`config.mk`:
```
export PLATFORM = sky130hd
export DESIGN_NAME = dbuf_dac_input
export DESIGN_NICKNAME = d
export VERILOG_FILES = /design/src/rtl/dbuf_dac_pkg.sv /design/src/rtl/dbuf_dac_ctrl.sv /design/src/rtl/dbuf_dac_in_latch.sv /design/src/rtl/dbuf_dac_out_reg.sv /design/src/rtl/dbuf_dac_input.sv
export SDC_FILE = /design/constraint.sdc
export NUM_CORES = 1
export LEC_CHECK = 0
export BUFFER_PORTS_ARGS = -buffer_cell sky130_fd_sc_hd__buf_2
export CORE_ASPECT_RATIO = 0.8
export CORE_MARGIN = 2
export CORE_UTILIZATION = 43
export DETAILED_ROUTE_END_ITERATION = 8
export GPL_TIMING_DRIVEN = 0
export PLACE_DENSITY_LB_ADDON = 0.25
export SYNTH_ARGS = -nofsm -noshare
export SYNTH_HDL_FRONTEND = slang
export SYNTH_SLANG_ARGS = --single-unit
```
`constraint.sdc`:
```
create_clock -name clk -period 0.8 [get_ports clk]
set_input_delay 0.16 -clock clk [delete_from_list [all_inputs] [get_ports clk]]
set_output_delay 0.16 -clock clk [all_outputs]
set_load 0.01 [all_outputs]
```
`src/rtl/dbuf_dac_pkg.sv`:
```
package dbuf_dac_pkg;

  typedef struct packed {
    logic hi_en;
    logic lo_en;
    logic load_en;
  } dbuf_ctl_t;

  // Source for the low latch bits: full-word write takes the word LSBs,
  // byte write takes the top lines of the byte lane.
  function automatic logic [1:0] low_src2(input logic [9:0] d, input logic full);
    return full ? d[1:0] : d[9:8];
  endfunction

  function automatic logic [9:0] join_word(input logic [7:0] hi, input logic [1:0] lo);
    return {hi, lo};
  endfunction

endpackage

```
`src/rtl/dbuf_dac_ctrl.sv`:
```
module dbuf_dac_ctrl
  import dbuf_dac_pkg::*;
(
  input  logic       clk,
  input  logic       rst_n,
  input  logic       cs_n,
  input  logic       wr_n,
  input  logic       word_mode,
  input  logic       xfer_n,
  output dbuf_ctl_t  ctl
);
  logic write_req;

  always_comb begin
    write_req   = !cs_n && !wr_n;
    ctl.hi_en   = write_req && word_mode;
    ctl.lo_en   = write_req;
    ctl.load_en = !xfer_n && !word_mode;
  end

  // no transfer is ever enabled while word mode is set
  a_r6_no_load_in_word_mode: assert property (@(posedge clk) disable iff (!rst_n)
    word_mode |-> !ctl.load_en);
  // chip select high suppresses every latch enable
  a_r2_cs_gates_write: assert property (@(posedge clk) disable iff (!rst_n)
    cs_n |-> !(ctl.hi_en || ctl.lo_en));
endmodule

```
`src/rtl/dbuf_dac_in_latch.sv`:
```
module dbuf_dac_in_latch
  import dbuf_dac_pkg::*;
#(
  parameter int DATA_W = 10,
  parameter int BUS_W  = 8,
  localparam int LO_W  = DATA_W - BUS_W
) (
  input  logic              clk,
  input  logic              rst_n,
  input  logic              hi_en,
  input  logic              lo_en,
  input  logic              word_mode,
  input  logic [DATA_W-1:0] din,
  output logic [DATA_W-1:0] word_q,
  output logic [DATA_W-1:0] word_nxt
);
  logic [BUS_W-1:0] hi_q, hi_nxt;
  logic [LO_W-1:0]  lo_q, lo_nxt, lo_src;

  always_comb lo_src = low_src2(din, word_mode);

  always_comb hi_nxt = hi_en ? din[DATA_W-1 -: BUS_W] : hi_q;

  for (genvar b = 0; b < LO_W; b++) begin : g_lo
    always_comb lo_nxt[b] = lo_en ? lo_src[b] : lo_q[b];
    always_ff @(posedge clk or negedge rst_n) begin
      if (!rst_n) lo_q[b] <= 1'b0;
      else        lo_q[b] <= lo_nxt[b];
    end
  end

  always_ff @(posedge clk or negedge rst_n) begin
    if (!rst_n) hi_q <= '0;
    else        hi_q <= hi_nxt;
  end

  assign word_q   = join_word(hi_q, lo_q);
  assign word_nxt = join_word(hi_nxt, lo_nxt);

  // a byte-only write keeps the upper part
  a_r4_hi_kept: assert property (@(posedge clk) disable iff (!rst_n)
    !hi_en |=> $stable(hi_q));
  // a full-word write captures the upper data lines
  a_r3_hi_loaded: assert property (@(posedge clk) disable iff (!rst_n)
    hi_en |=> hi_q == $past(din[DATA_W-1 -: BUS_W]));
endmodule

```
`src/rtl/dbuf_dac_out_reg.sv`:
```
module dbuf_dac_out_reg #(
  parameter int DATA_W = 10
) (
  input  logic              clk,
  input  logic              rst_n,
  input  logic              load_en,
  input  logic [DATA_W-1:0] src,
  output logic [DATA_W-1:0] code
);
  always_ff @(posedge clk or negedge rst_n) begin
    if (!rst_n)       code <= '0;
    else if (load_en) code <= src;
  end

  // an enabled transfer copies the latch source
  a_r5_load_copies: assert property (@(posedge clk) disable iff (!rst_n)
    load_en |=> code == $past(src));
  // no enable, no change
  a_r7_hold: assert property (@(posedge clk) disable iff (!rst_n)
    !load_en |=> $stable(code));
endmodule

```
`src/rtl/dbuf_dac_input.sv`:
```
module dbuf_dac_input
  import dbuf_dac_pkg::*;
#(
  parameter int DATA_W = 10,
  parameter int BUS_W  = 8
) (
  input  logic              clk,
  input  logic              rst_n,
  input  logic              cs_n,
  input  logic              wr_n,
  input  logic              word_mode,
  input  logic              xfer_n,
  input  logic [DATA_W-1:0] din,
  output logic [DATA_W-1:0] code
);
  dbuf_ctl_t         ctl;
  logic [DATA_W-1:0] word_q, word_nxt;

  dbuf_dac_ctrl u_ctrl (
    .clk(clk), .rst_n(rst_n), .cs_n(cs_n), .wr_n(wr_n),
    .word_mode(word_mode), .xfer_n(xfer_n), .ctl(ctl)
  );

  dbuf_dac_in_latch #(.DATA_W(DATA_W), .BUS_W(BUS_W)) u_latch (
    .clk(clk), .rst_n(rst_n), .hi_en(ctl.hi_en), .lo_en(ctl.lo_en),
    .word_mode(word_mode), .din(din), .word_q(word_q), .word_nxt(word_nxt)
  );

  // Flow-through: the converter register sees the value being written.
  dbuf_dac_out_reg #(.DATA_W(DATA_W)) u_out (
    .clk(clk), .rst_n(rst_n), .load_en(ctl.load_en), .src(word_nxt), .code(code)
  );

  // chip select high leaves the input latch untouched
  a_r2_latch_stable: assert property (@(posedge clk) disable iff (!rst_n)
    cs_n |=> $stable(word_q));
  // transfer under word mode leaves the code unchanged
  a_r6_code_stable: assert property (@(posedge clk) disable iff (!rst_n)
    word_mode |=> $stable(code));
  // transfer works with chip select high
  a_r9_xfer_no_cs: assert property (@(posedge clk) disable iff (!rst_n)
    (cs_n && !xfer_n && !word_mode) |=> code == $past(word_q));
endmodule

```
==> results of run 1 <==
-- sequential cells by signal (all words and copies together), names as in the netlist --
signal and flops:
u_latch.word_q 2, u_out.code 10, u_latch.hi_q 8
-- metal layers --
metal / vias up / part of all wire / track usage
li1: 262 / - / -
met4: 0 / 0.0081 / 0.04615
met5: - / 0 / 0
met1: 275 / 0.45 / 0.1898
met2: 18 / 0.47 / 0.2350
met3: 2 / 0.074 / 0.07746
-- cell type report --
cell class                 count  area, um2
buffer                         1      15.01
clock buffer                   4      36.28
fill                         154      663.1
multi-input combinational     30      361.6
sequential                    20      500.5
tap                           24      30.03
timing repair buffer          33      215.2
-- cells in the final DEF, fill, tap and decap left out, types with 2 or more instances in the layout --
master,n
buf_2,22
dfrtp_1,20
mux2_4,15
buf_4,7
clkbuf_4,3
mux2i_1,2
o31ai_1,2
or3b_2,2
o21ba_2,2
a31oi_1,2
buf_6,2
-- power groups by stage --
stage | registers (mW) | clock network, mW | logic, mW
final | 1.34 | 0.575 | 0.813
after global placement | 1.35 | 0 | 0.614
after detailed placement | 1.36 | 0 | 0.627
after floorplan | 1.41 | 0 | 0.328
after global routing | 1.37 | 0.642 | 0.883
after CTS | 1.33 | 0.599 | 0.720
-- worst paths after layout --
path,to,slack [ns],from
min in group asynchronous,u_out.code[6],0.32,rst_n
max in group asynchronous,u_out.code[3],0.17,rst_n
min reg2reg,u_out.code[7],0.52,u_latch.hi_q[5]
min,u_latch.word_q[0],0.07,cs_n
max reg2reg,u_out.code[9],-0.09,u_out.code[9]
max,code[9],-0.20,u_out.code[9]
-- what timing repair did --
action                                  CTS  global route
resized for setup                         4             8
endpoints found under the setup margin   18            21
buffers inserted                          5             3
pin swaps                                 1             1
hold buffers                              1             0
endpoints found under the hold margin    20             0
-- cells by family (layout without fill, tap and decap cells) --
kind of cell           after synthesis  after routing
flip-flops                          20             20
multiplexers                        18             18
AND/OR/NAND/NOR                      4              4
buffers and inverters                1             38
AO/OA/AOI/OAI                        8              8
-- stage by stage --
step	cell area [um2]	utilization	TNS, ns	std cells	power, mW
4_1_cts	1110	0.6092	-2.227	109	2.654
3_5_place_dp	1001	0.5495	-6.585	99	1.986
6_report	1159	0.6360	-2.308	112	2.726
3_3_place_gp	1001	0.5495	-6.273	99	1.966
2_1_floorplan	850.8	-	-3.763	51	1.738
5_1_grt	1159	0.6360	-2.965	112	2.892
==> metrics, run 1 <==
clock share of power 0.211; vias in the first global route 538; CP max FO 2; adder-cell area share of the yosys netlist 0; Worst-Margin Slew 0.4361 ns; Post-Synthesis Cells 51; critical path arrival 0.84 ns; register area share after synthesis 0.6163; DIE AREA 2254 um2; GP Congestion roughly 0.7; DRT Pass-1 Iters 2; CTS Buf Count 3; Setup CP Type reg2out; post-synth top area cell dfrtp_1; share of layout cells above drive strength 1 0.6705; number of I/O port buffers 24; Main synth FF type dfrtp_1; Top delay family on crit path flip-flops; Final HPWL DP between 1000 and 1500 um; via count 557; die width 52.59 um; Critical-path top delay cell dfrtp_1; Ys Warns 0; diode count 0; CP startpoint kind register; f_max 1003 MHz; Pwr per Cell Area 2353 nW/um2; setup repair after global routing missed its margin yes; Simple-Gate Fraction of Synth Area 0.05239; internal power 2.041 mW; Max-cap violations 0; CTS tree built; Max clock buf depth 2; Commonest cells post-synth dfrtp_1 (20), mux2_2 (16); gr ovfl total 0; overall routing resource usage 0.1537; largest family of logic cells by synthesized area multiplexers; Sequential Power Share 0.491; Worst Hold Depth 2; Clock Sinks 20; root buf cell clkbuf_4; synthesized area 812.0 um2; Row Count 14; status finished with violations; via density per instance a little under 5; top cell type's share of synthesized area 0.6163; final worst slack -0.1969 ns; WL/cell ~13 um; H-tree depth 1; largest net degree at the start of global routing 21; # setup viols final 16; Crit path largest cell delay ~0.40 ns; fin. max-slew vios 0; Hold Slack ~0.067 ns; initial antenna violation count 0; Yosys reg bits 20; Logic pwr share 0.298; 1st-iter DRT viols 4; Tmin final 0.9969 ns; DRC violations left 0; Synth Net Count 67; post-synthesis mux area share 0.2465; Crit. End Element primary output; Initial Util 0.4457; NetSw 684.9 uW; Async S/R FF share, synth 1.000; switching share of power 0.2512; core area 1822 um2; worst r2r path cells 2; NumNets Final between 100 and 150; pre-CTS setup slack -0.4827 ns; I/O pin count 26; CP Depth 1; Die Y-Extent 42.87 um; worst-path cell chain buf_2; slew margin rel. 0.7092; area grow syn2layout 42.68%; endpoints failing hold 0; top cells by area, synth dfrtp_1 (62%), mux2_2 (22%), mux2i_1 (2.5%), o21ba_2 (2.5%), nor3b_4 (2.3%); Clock transition at path regs 0.11 ns; hold crit path type in2reg; Synth Area in XOR/XNOR 0; required time of the critical path 0.64 ns; drt total wl 1490 um; Final Skew 0.0004768 ns; first-pass GRT wire length 2408 um; Period Utilization, post-route 1.246; Max VDD drop roughly 1500 uV; CP bufs+invs 1; Post-synth EDFFs 0; count leader, synth dfrtp_1; DRT antenna net count 0; later-pin clock latency in the skew report between 0.2 and 0.3 ns; Netlist cell types 11; failing checks negative setup slack; total leakage power 0.5645 nW; Synth Area per Inst roughly 16 um2; Synth Area in Compound Gates 0.07088
Power figures use the tool's default switching activity.
==> run 2: changes to the inputs <==
--- a/config.mk
+++ b/config.mk
@@ -11,4 +11,5 @@
 export CORE_UTILIZATION = 43
 export DETAILED_ROUTE_END_ITERATION = 8
+export GPL_ROUTABILITY_DRIVEN = 0
 export GPL_TIMING_DRIVEN = 0
 export PLACE_DENSITY_LB_ADDON = 0.25
==> constraint.sdc (replaced) <==
create_clock -name clk -period 0.9 [get_ports clk]
set_input_delay 0.045 -clock clk [delete_from_list [all_inputs] [get_ports clk]]
set_output_delay 0.045 -clock clk [all_outputs]
set_load 0.01 [all_outputs]
==> run 2 against run 1 <==
Compared with the run above:
- worst hold slack got worse by 0.049 ns
- global-route usage decreased by 0.97 points
- largest cell class unchanged
- highest routed layer unchanged
- clock skew increased by 0.0048 ns
- largest power group unchanged
- the flow now finishes without violations
- die area is the same
==> metrics, run 2 (synthesis results as in run 1) <==
later-pin clock latency in the skew report ~0.30 ns; fin util 0.6016; critical path arrival 0.83 ns; Max clock buf depth 2; DRC violations left 0; # setup viols final 0; hold crit path type in2reg; Final HPWL DP 926.1 um; DRT antenna net count 0; worst-path cell chain buf_2; core area around 1800 um2; worst r2r src u_out.code[6]; largest net degree at the start of global routing 21; Setup CP Type reg2out; 1st-iter DRT viols 3; DR WL met2 ~630 um; Clock Sinks 20; Critical-path top delay cell dfrtp_1; largest reg by FF count u_out.code; switching share of power 0.2538; Pwr per Cell Area 2022 nW/um2; f_max 1147 MHz; r2r endpoint u_out.code[6]; max layer used met4; DIE AREA 2254 um2; Top delay family on crit path flip-flops; setup repair after global routing missed its margin yes; Max-cap violations 0; Routed met3 length 63 um; final worst slack 0.02819 ns; die width around 53 um; Period Utilization, post-route 0.9687; area grow syn2layout 34.98%; number of I/O port buffers 24; WL/cell 12.06 um; Crit path largest cell delay approximately 0.39 ns; max reg flops 10; Cell Area, Placed a little under 1000 um2; most frequent cells in the layout buf_2 (24), dfrtp_1 (20), mux2_2 (16); Row Count 14; Max VDD drop ~1100 uV; Initial Util 0.4457; CP max FO 2; worst r2r path cells 2; internal power 1.654 mW; via count about 540; first-pass GRT wire length 2311 um; via density per instance roughly 4.8; gr ovfl total 0; post-route cell area 1096 um2; Die Y-Extent 42.87 um; CP bufs+invs 1; status finished, final reports clean; hold worst-path end u_latch.word_q[0]; Worst-Margin Slew 0.5107 ns; DRT Pass-1 Iters 4; Sum Neg Setup Slack 0 ns; Clock transition at path regs 0.11 ns; diode count 0; root buf cell clkbuf_4; share of layout cells above drive strength 1 0.5843; endpoints failing hold 0; total leakage power 0.5013 nW; I/O pin count 26; initial antenna violation count 0; Hold Slack 0.01736 ns; slew margin rel. 0.6592; vias in the first global route ~560; CTS resizes 0; required time of the critical path 0.85 ns; clock share of power 0.231; H-tree depth 1; most common cell after layout, fill and taps aside buf_2; CP startpoint kind register; CTS Buf Count 3; fin. max-slew vios 0; pre-CTS setup slack -0.2544 ns; CTS tree built; wl on met1 between 600 and 700 um; Tmin final 0.8718 ns; overall routing resource usage 0.1440; Logic pwr share 0.239; reg2reg setup slack 0.04 ns; Sequential Power Share 0.530; drt total wl 1363 um; NumNets Final 106; NetSw 562.5 uW; hold path start cs_n; Final Skew roughly 0.0052 ns; Crit. End Element primary output; Worst Hold Depth 2
[run 2: cell types whose count changed in the layout (fill, tap and decap cells not counted), moves of 2 or more]
| cell | change |
|---|---|
| mux2_4 | -15 |
| dlygate4sd3_1 | +8 |
| buf_2 | +2 |
| mux2_2 | +15 |
| buf_4 | -6 |
[run 2: per-layer routing]
| metal | global-route usage | up-vias |
|---|---|---|
| met5 | 0 | - |
| met4 | 0.09231 | 0 |
| met3 | 0.03169 | 4 |
| met2 | 0.2125 | 14 |
| met1 | 0.1898 | 258 |
| li1 | - | 266 |
[run 2: area by class of cell]
cell class                      count  area, um2
Fill cell                         156      725.7
Multi-Input combinational cell     30      300.3
Sequential cell                    20      500.5
Timing Repair Buffer               34      217.7
Tap cell                           24      30.03
Buffer                              1      11.26
Clock buffer                        4      36.28
[run 2: per-stage QoR]
stage | cells | power [mW]
detailed placement | 99 | 1.685
global route | 113 | 2.362
CTS | 112 | 2.227
global placement | 99 | 1.669
floorplan | 51 | 1.473
finish | 113 | 2.216
[run 2: how the worst max path moves through the flow]
stage,start,endpoint,slack (ns),depth (start not counted)
global placement,wr_n,u_latch.hi_q[7],-0.24,3
finish,u_out.code[8],code[8],0.03,1
CTS,u_out.code[3],code[3],0.02,1
detailed placement,wr_n,u_latch.hi_q[0],-0.25,3
floorplan,word_mode,u_latch.hi_q[0],-0.06,3
global route,u_out.code[9],code[9],-0.03,1
[run 2: timing repair]
item	4_1_cts	5_1_grt
endpoints found under the hold margin	28	0
setup buffers	0	1
setup endpoints to repair	0	10
hold buffers	9	0
[run 2: power groups by stage]
| stage | registers (mW) | logic (mW) | clock network, mW |
|---|---|---|---|
| after detailed placement | 1.20 | 0.490 | 0 |
| after floorplan | 1.25 | 0.227 | 0 |
| after global routing | 1.20 | 0.582 | 0.578 |
| after CTS | 1.18 | 0.520 | 0.528 |
| final | 1.18 | 0.529 | 0.511 |
| after global placement | 1.19 | 0.480 | 0 |
